--- config.mk ---
export PLATFORM = sky130hd
export DESIGN_NAME = handshake_window_monitor
export DESIGN_NICKNAME = d
export VERILOG_FILES = /design/src/rtl/hwm_pkg.sv /design/src/rtl/hwm_rise_detect.sv /design/src/rtl/hwm_width_check.sv /design/src/rtl/hwm_ack_release.sv /design/src/rtl/handshake_window_monitor.sv
export SDC_FILE = /design/constraint.sdc
export NUM_CORES = 1
export LEC_CHECK = 0
export ABC_CLOCK_PERIOD_IN_PS = 1700
export BUFFER_PORTS_ARGS = -buffer_cell sky130_fd_sc_hd__buf_2
export CAP_MARGIN = 10
export CORE_MARGIN = 3
export CORE_UTILIZATION = 50
export DETAILED_ROUTE_END_ITERATION = 8
export GPL_ROUTABILITY_DRIVEN = 0
export GPL_TIMING_DRIVEN = 0
export PLACE_DENSITY = 0.73
export SETUP_SLACK_MARGIN = 0.15
export SYNTH_ARGS = -nofsm -noshare
export SYNTH_HDL_FRONTEND = slang
export SYNTH_SLANG_ARGS = --single-unit
--- constraint.sdc ---
create_clock -name clk -period 1.7 [get_ports clk]
set_input_delay 0.34 -clock clk [delete_from_list [all_inputs] [get_ports clk]]
set_output_delay 0.34 -clock clk [all_outputs]
set_load 0.05 [all_outputs]
--- src/rtl/hwm_pkg.sv ---
package hwm_pkg;
    typedef enum logic [1:0] {
        AR_IDLE     = 2'd0,
        AR_WAIT_ACK = 2'd1,
        AR_WAIT_REL = 2'd2
    } ar_state_e;
endpackage

--- src/rtl/hwm_rise_detect.sv ---
module hwm_rise_detect (
    input  logic clk,
    input  logic rst,
    input  logic req_i,
    output logic rise_o
);
    typedef struct packed {
        logic req;
    } rd_t;

    rd_t st_d, st_q;

    always_comb begin
        st_d     = st_q;
        st_d.req = req_i;
    end

    always_ff @(posedge clk) begin
        if (rst) st_q <= '0;
        else     st_q <= st_d;
    end

    assign rise_o = req_i & ~st_q.req;
endmodule

--- src/rtl/hwm_width_check.sv ---
module hwm_width_check #(
    parameter int WID_MIN = 5,
    parameter int WID_MAX = 7
) (
    input  logic clk,
    input  logic rst,
    input  logic start_i,
    input  logic req_i,
    output logic busy_o,
    output logic fail_o
);
    localparam int CW = $clog2(WID_MAX + 1);
    localparam logic [CW-1:0] MIN_C = CW'(WID_MIN);
    localparam logic [CW-1:0] MAX_C = CW'(WID_MAX);

    typedef struct packed {
        logic          active;
        logic          fail;
        logic [CW-1:0] cnt;
    } wc_t;

    wc_t st_d, st_q;

    always_comb begin
        st_d      = st_q;
        st_d.fail = 1'b0;
        if (start_i) begin
            st_d.active = 1'b1;
            st_d.cnt    = CW'(1);
        end else if (st_q.active) begin
            if (!req_i) begin
                st_d.active = 1'b0;
                st_d.fail   = (st_q.cnt < MIN_C);
            end else if (st_q.cnt >= MAX_C) begin
                st_d.active = 1'b0;
                st_d.fail   = 1'b1;
            end else begin
                st_d.cnt = st_q.cnt + 1'b1;
            end
        end
    end

    always_ff @(posedge clk) begin
        if (rst) st_q <= '0;
        else     st_q <= st_d;
    end

    assign busy_o = st_q.active;
    assign fail_o = st_q.fail;

    assert_width_cnt_R4: assert property (@(posedge clk) disable iff (rst)
        st_q.active |-> (st_q.cnt >= CW'(1) && st_q.cnt <= MAX_C));

    assert_start_idle_R9: assert property (@(posedge clk) disable iff (rst)
        start_i |-> !st_q.active);

    assert_fail_ends_R4: assert property (@(posedge clk) disable iff (rst)
        st_q.fail |-> !st_q.active);
endmodule

--- src/rtl/hwm_ack_release.sv ---
module hwm_ack_release
    import hwm_pkg::*;
#(
    parameter int ACK_MAX = 10,
    parameter int REL_MAX = 10
) (
    input  logic clk,
    input  logic rst,
    input  logic start_i,
    input  logic req_i,
    input  logic ack_i,
    output logic busy_o,
    output logic ack_fail_o,
    output logic rel_fail_o
);
    localparam int LIM = (ACK_MAX > REL_MAX) ? ACK_MAX : REL_MAX;
    localparam int CW  = $clog2(LIM + 1);
    localparam logic [CW-1:0] ACK_C = CW'(ACK_MAX);
    localparam logic [CW-1:0] REL_C = CW'(REL_MAX);

    typedef struct packed {
        ar_state_e     state;
        logic [CW-1:0] cnt;
        logic          ack_fail;
        logic          rel_fail;
    } ar_t;

    ar_t st_d, st_q;
    logic [CW-1:0] nxt_cnt;

    always_comb begin
        st_d          = st_q;
        st_d.ack_fail = 1'b0;
        st_d.rel_fail = 1'b0;
        nxt_cnt       = st_q.cnt + 1'b1;
        unique case (st_q.state)
            AR_IDLE: begin
                if (start_i) begin
                    st_d.cnt   = '0;
                    st_d.state = ack_i ? AR_WAIT_REL : AR_WAIT_ACK;
                end
            end
            AR_WAIT_ACK: begin
                if (ack_i) begin
                    st_d.cnt   = '0;
                    st_d.state = req_i ? AR_WAIT_REL : AR_IDLE;
                end else if (nxt_cnt >= ACK_C) begin
                    st_d.ack_fail = 1'b1;
                    st_d.state    = AR_IDLE;
                end else begin
                    st_d.cnt = nxt_cnt;
                end
            end
            AR_WAIT_REL: begin
                if (!req_i) begin
                    st_d.state = AR_IDLE;
                end else if (nxt_cnt >= REL_C) begin
                    st_d.rel_fail = 1'b1;
                    st_d.state    = AR_IDLE;
                end else begin
                    st_d.cnt = nxt_cnt;
                end
            end
            default: st_d.state = AR_IDLE;
        endcase
    end

    always_ff @(posedge clk) begin
        if (rst) st_q <= '{state: AR_IDLE, cnt: '0, ack_fail: 1'b0, rel_fail: 1'b0};
        else     st_q <= st_d;
    end

    assign busy_o     = (st_q.state != AR_IDLE);
    assign ack_fail_o = st_q.ack_fail;
    assign rel_fail_o = st_q.rel_fail;

    assert_ack_fail_noack_R2: assert property (@(posedge clk) disable iff (rst)
        st_q.ack_fail |-> !$past(ack_i));

    assert_abandon_rel_R6: assert property (@(posedge clk) disable iff (rst)
        st_q.ack_fail |-> (st_q.state == AR_IDLE && !st_q.rel_fail));

    assert_rel_bound_R5: assert property (@(posedge clk) disable iff (rst)
        (st_q.state == AR_WAIT_REL) |-> (st_q.cnt < REL_C));

    assert_ack_bound_R2: assert property (@(posedge clk) disable iff (rst)
        (st_q.state == AR_WAIT_ACK) |-> (st_q.cnt < ACK_C));
endmodule

--- src/rtl/handshake_window_monitor.sv ---
module handshake_window_monitor #(
    parameter int ACK_MAX = 10,
    parameter int WID_MIN = 5,
    parameter int WID_MAX = 7,
    parameter int REL_MAX = 10
) (
    input  logic clk,
    input  logic rst,
    input  logic req,
    input  logic ack,
    output logic ack_err_o,
    output logic width_err_o,
    output logic rel_err_o,
    output logic ack_pulse_o,
    output logic width_pulse_o,
    output logic rel_pulse_o,
    output logic busy_o
);
    typedef struct packed {
        logic ack_err;
        logic wid_err;
        logic rel_err;
    } stk_t;

    stk_t st_d, st_q;
    logic rise, start;
    logic wid_busy, ar_busy;
    logic wid_fail, ack_fail, rel_fail;

    hwm_rise_detect u_rise (
        .clk    (clk),
        .rst    (rst),
        .req_i  (req),
        .rise_o (rise)
    );

    assign start = rise & ~busy_o;

    hwm_width_check #(.WID_MIN(WID_MIN), .WID_MAX(WID_MAX)) u_width (
        .clk     (clk),
        .rst     (rst),
        .start_i (start),
        .req_i   (req),
        .busy_o  (wid_busy),
        .fail_o  (wid_fail)
    );

    hwm_ack_release #(.ACK_MAX(ACK_MAX), .REL_MAX(REL_MAX)) u_ackrel (
        .clk        (clk),
        .rst        (rst),
        .start_i    (start),
        .req_i      (req),
        .ack_i      (ack),
        .busy_o     (ar_busy),
        .ack_fail_o (ack_fail),
        .rel_fail_o (rel_fail)
    );

    always_comb begin
        st_d         = st_q;
        st_d.ack_err = st_q.ack_err | ack_fail;
        st_d.wid_err = st_q.wid_err | wid_fail;
        st_d.rel_err = st_q.rel_err | rel_fail;
    end

    always_ff @(posedge clk) begin
        if (rst) st_q <= '0;
        else     st_q <= st_d;
    end

    assign busy_o        = wid_busy | ar_busy;
    assign ack_pulse_o   = ack_fail;
    assign width_pulse_o = wid_fail;
    assign rel_pulse_o   = rel_fail;
    assign ack_err_o     = st_q.ack_err | ack_fail;
    assign width_err_o   = st_q.wid_err | wid_fail;
    assign rel_err_o     = st_q.rel_err | rel_fail;

    assert_busy_after_start_R1: assert property (@(posedge clk) disable iff (rst)
        start |=> busy_o);

    assert_sticky_ack_R7: assert property (@(posedge clk) disable iff (rst)
        ack_err_o |=> ack_err_o);
    assert_sticky_width_R7: assert property (@(posedge clk) disable iff (rst)
        width_err_o |=> width_err_o);
    assert_sticky_rel_R7: assert property (@(posedge clk) disable iff (rst)
        rel_err_o |=> rel_err_o);

    assert_pulse_single_R8: assert property (@(posedge clk) disable iff (rst)
        (ack_pulse_o | width_pulse_o | rel_pulse_o) |=>
        !($past(ack_pulse_o) && ack_pulse_o) && !($past(width_pulse_o) && width_pulse_o)
        && !($past(rel_pulse_o) && rel_pulse_o));

    assert_no_dual_ackrel_R6: assert property (@(posedge clk) disable iff (rst)
        !(ack_pulse_o && rel_pulse_o));
endmodule

==> impl_metrics.ini <==
[status]
status = finished, final reports clean

[setup_path]
cp_max_fo = 3
critPathArrivalTime_ns = 1.86
cp-start-kind = register
worstRegToRegCells = 6
path_delay_family = simple AND/OR/NAND/NOR gates
crit_path_end_kind = register
rrSetupSlack_ns = 0.07
cp.depth = 6
cpPeakStageDelay_ns = 0.41
crit_chain = inv_2, ha_4, clkinvlp_4, or3_4, a211oi_4, mux2i_1
r2r_start = u_ackrel.st_q[3]$_SDFFE_PP0P_
cp_slowest_cell = or3_4
worst-setup-path-type = register to register
rr_endpoint = u_ackrel.st_q[4]$_SDFFE_PP0P_
crit_buf_inv = 2
required_ns = 1.93

[timing]
finalHoldViolCount = 0
setup_viol = 0
fmax_ghz = 0.612
slew_headroom_pct = 70.9
slew_viol_final = 0
post-route-min-period_ns = 1.63
rsz0062_at_grt = yes
min_period_over_period_pct = 96.1
finClkSkew_ns = 0.00560
worstMarginPinSlew_ns = 0.437
finalSetupTns_ns = 0

[yosys]
synthTopCellsByArea = dfxtp_1 37%, ha_1 11%, mux2i_1 5.4%
synth-warning-count = 0
avgSynthCellArea_um2 = 9.40
async_flop_share_pct = 0
synth-seq-cells = 17
synth_nets = 111
synth_edf_count = 0
synth_top_area_cell = dfxtp_1
ys.flop_type = dfxtp_1
ys_seq_area_share_pct = 36.6
synth_top_area_share_pct = 36.6
syn_inst = 99
ys_types = 35
syn_area_um2 = 931

[clocking]
cts_tree = done
clockBufferDepth = 2
ctsHoldBuffers = 0
clock_sinks = 17
clkTransAtPathRegs_ns = 0.09
cts-root-buf = clkbuf_4
htree_levels = 1
insertion_delay_ns = 0.29
cts_buffers = 3

[pwr]
vdd_drop_max_mv = 0.706
p_per_area_nw_per_um2 = 755
leakagePower_nw = 0.499
power.total_w = 0.000900

[placed_design]
placed_area_um2 = 1010
dp.cells = 132
dp_hpwl_um = 1340
port_buffers = 9

[finish]
fin_nets = 130
area_growth_pct = 28.1
final_cell_mix = 11 x dfxtp_1, 9 x buf_2, 8 x inv_1, 6 x o211ai_1, 6 x dfxtp_2
diodes = 0
fillers = 125
final_common_cell = dfxtp_1
fin_area_um2 = 1190
drive_gt1_share_pct = 39.3
fin_cells = 141

[global_routing]
grt_usage_pct = 17.6
grt_pass1_wl_um = 3330
grt_pass1_vias = 768
antenna_found_initial = 0
grt_max_degree = 11
overflow = 0

[routing]
first_pass_iters = 4
viasPerCell = 5.45
drc = 0
vias = 768
wirelength_um = 1880
first_iter_violations = 35
wire_per_inst_um = 13.3
ant_nets = 0

[floorplan]
die_w_um = 49.2
die_area_um2 = 2420
io_pins = 11
initial_core_util_pct = 57.1
core-area_um2 = 1630
placementRows = 14
die_height_um = 49.2

[worst_hold_path]
hold_depth = 2
min_from = rst
hold_class = input pin to register
min_to = u_width.st_q[0]$_SDFFE_PP0P_

[flow_run]
cap_violations = 0
==> kinds of logic after synthesis <==
logic type / after synthesis / synth area share, %
multiplexers: 5 / 5.38
AND/OR/NAND/NOR: 27 / 17.3
AO/OA/AOI/OAI: 23 / 18.9
XOR/XNOR: 4 / 4.57
flip-flops: 17 / 36.6
adder cells (fa/ha/maj): 8 / 10.8
buffers and inverters: 15 / 6.45
==> what timing repair did <==
action | CTS | global route
setup endpoints to repair | 10 | 9
gates cloned | 0 | 0
buffers inserted | 2 | 3
resized for setup | 18 | 8
pin swaps | 7 | 5
==> worst max path at each step <==
stage                                  startpoint                       endpoint  slack [ns]
floorplan           u_ackrel.st_q[3]$_SDFFE_PP0P_  u_ackrel.st_q[4]$_SDFFE_PP0P_        0.11
global placement    u_ackrel.st_q[3]$_SDFFE_PP0P_  u_ackrel.st_q[4]$_SDFFE_PP0P_        0.03
detailed placement  u_ackrel.st_q[3]$_SDFFE_PP0P_  u_ackrel.st_q[4]$_SDFFE_PP0P_       0.003
CTS                 u_ackrel.st_q[3]$_SDFFE_PP0P_  u_ackrel.st_q[4]$_SDFFE_PP0P_        0.02
global route        u_ackrel.st_q[3]$_SDFFE_PP0P_  u_ackrel.st_q[4]$_SDFFE_PP0P_      -0.009
finish              u_ackrel.st_q[3]$_SDFFE_PP0P_  u_ackrel.st_q[4]$_SDFFE_PP0P_        0.07
==> final cells by class <==
type / instances / area [µm²] / share of cell area (%)
Multi-Input combinational cell: 67 / 629 / 52.8
Inverter: 12 / 48.8 / 4.09
Buffer: 3 / 16.3 / 1.36
Clock buffer: 3 / 22.5 / 1.89
Timing Repair Buffer: 14 / 92.6 / 7.76
Tap cell: 24 / 30.0 / 2.52
Clock inverter: 1 / 5.00 / 0.420
Sequential cell: 17 / 348 / 29.2
==> flip-flops by register name (all words and copies together) (netlist names) <==
register,count
u_rise.st_q,1
u_width.busy_o,1
u_width.st_q,3
u_width.fail_o,1
u_ackrel.st_q,6
st_q,3
u_ackrel.rel_fail_o,1
u_ackrel.ack_fail_o,1
==> worst reg2reg max path, delay by kind of cell, from the launching register on <==
family                   cells  cell delay, ns
buffers and inverters        2            0.13
flip-flops                   1            0.36
AND/OR/NAND/NOR              1            0.41
adder cells (fa/ha/maj)      1            0.26
AO/OA/AOI/OAI                1            0.22
multiplexers                 1            0.19
==> layer usage <==
| layer | global-route usage (%) | share of wire, % |
|---|---|---|
| met5 | 0 | 0 |
| met1 | 21.2 | 43 |
| met2 | 31.5 | 48 |
| met4 | 1.42 | 0.91 |
| met3 | 5.50 | 7.8 |
==> synthesized netlist by cell type, types with 3 or more instances <==
cell	count
or2_2	4
xor2_1	3
and2_1	3
inv_1	11
nand2_1	3
o211ai_1	6
nand3_1	3
nor3_1	3
mux2i_1	5
dfxtp_1	17
ha_1	8
a21oi_1	3
==> per-stage QoR <==
stage	utilization, %	hold WS, ns	worst slack (ns)
3_3_place_gp	62.3	0.514	0.0300
6_report	73.2	0.304	0.0669
4_1_cts	69.8	0.307	0.0185
5_1_grt	73.2	0.318	-0.00934
3_5_place_dp	62.3	0.513	0.00261
2_1_floorplan	-	0.409	0.108
==> where the power goes <==
part	total [W]	internal, W	switching [W]	leakage, nW
clock network	0.000205	0.0000875	0.000117	0.0177
logic	0.000252	0.000112	0.000140	0.340
registers	0.000443	0.000418	0.0000252	0.141
Power figures use the tool's default switching activity.
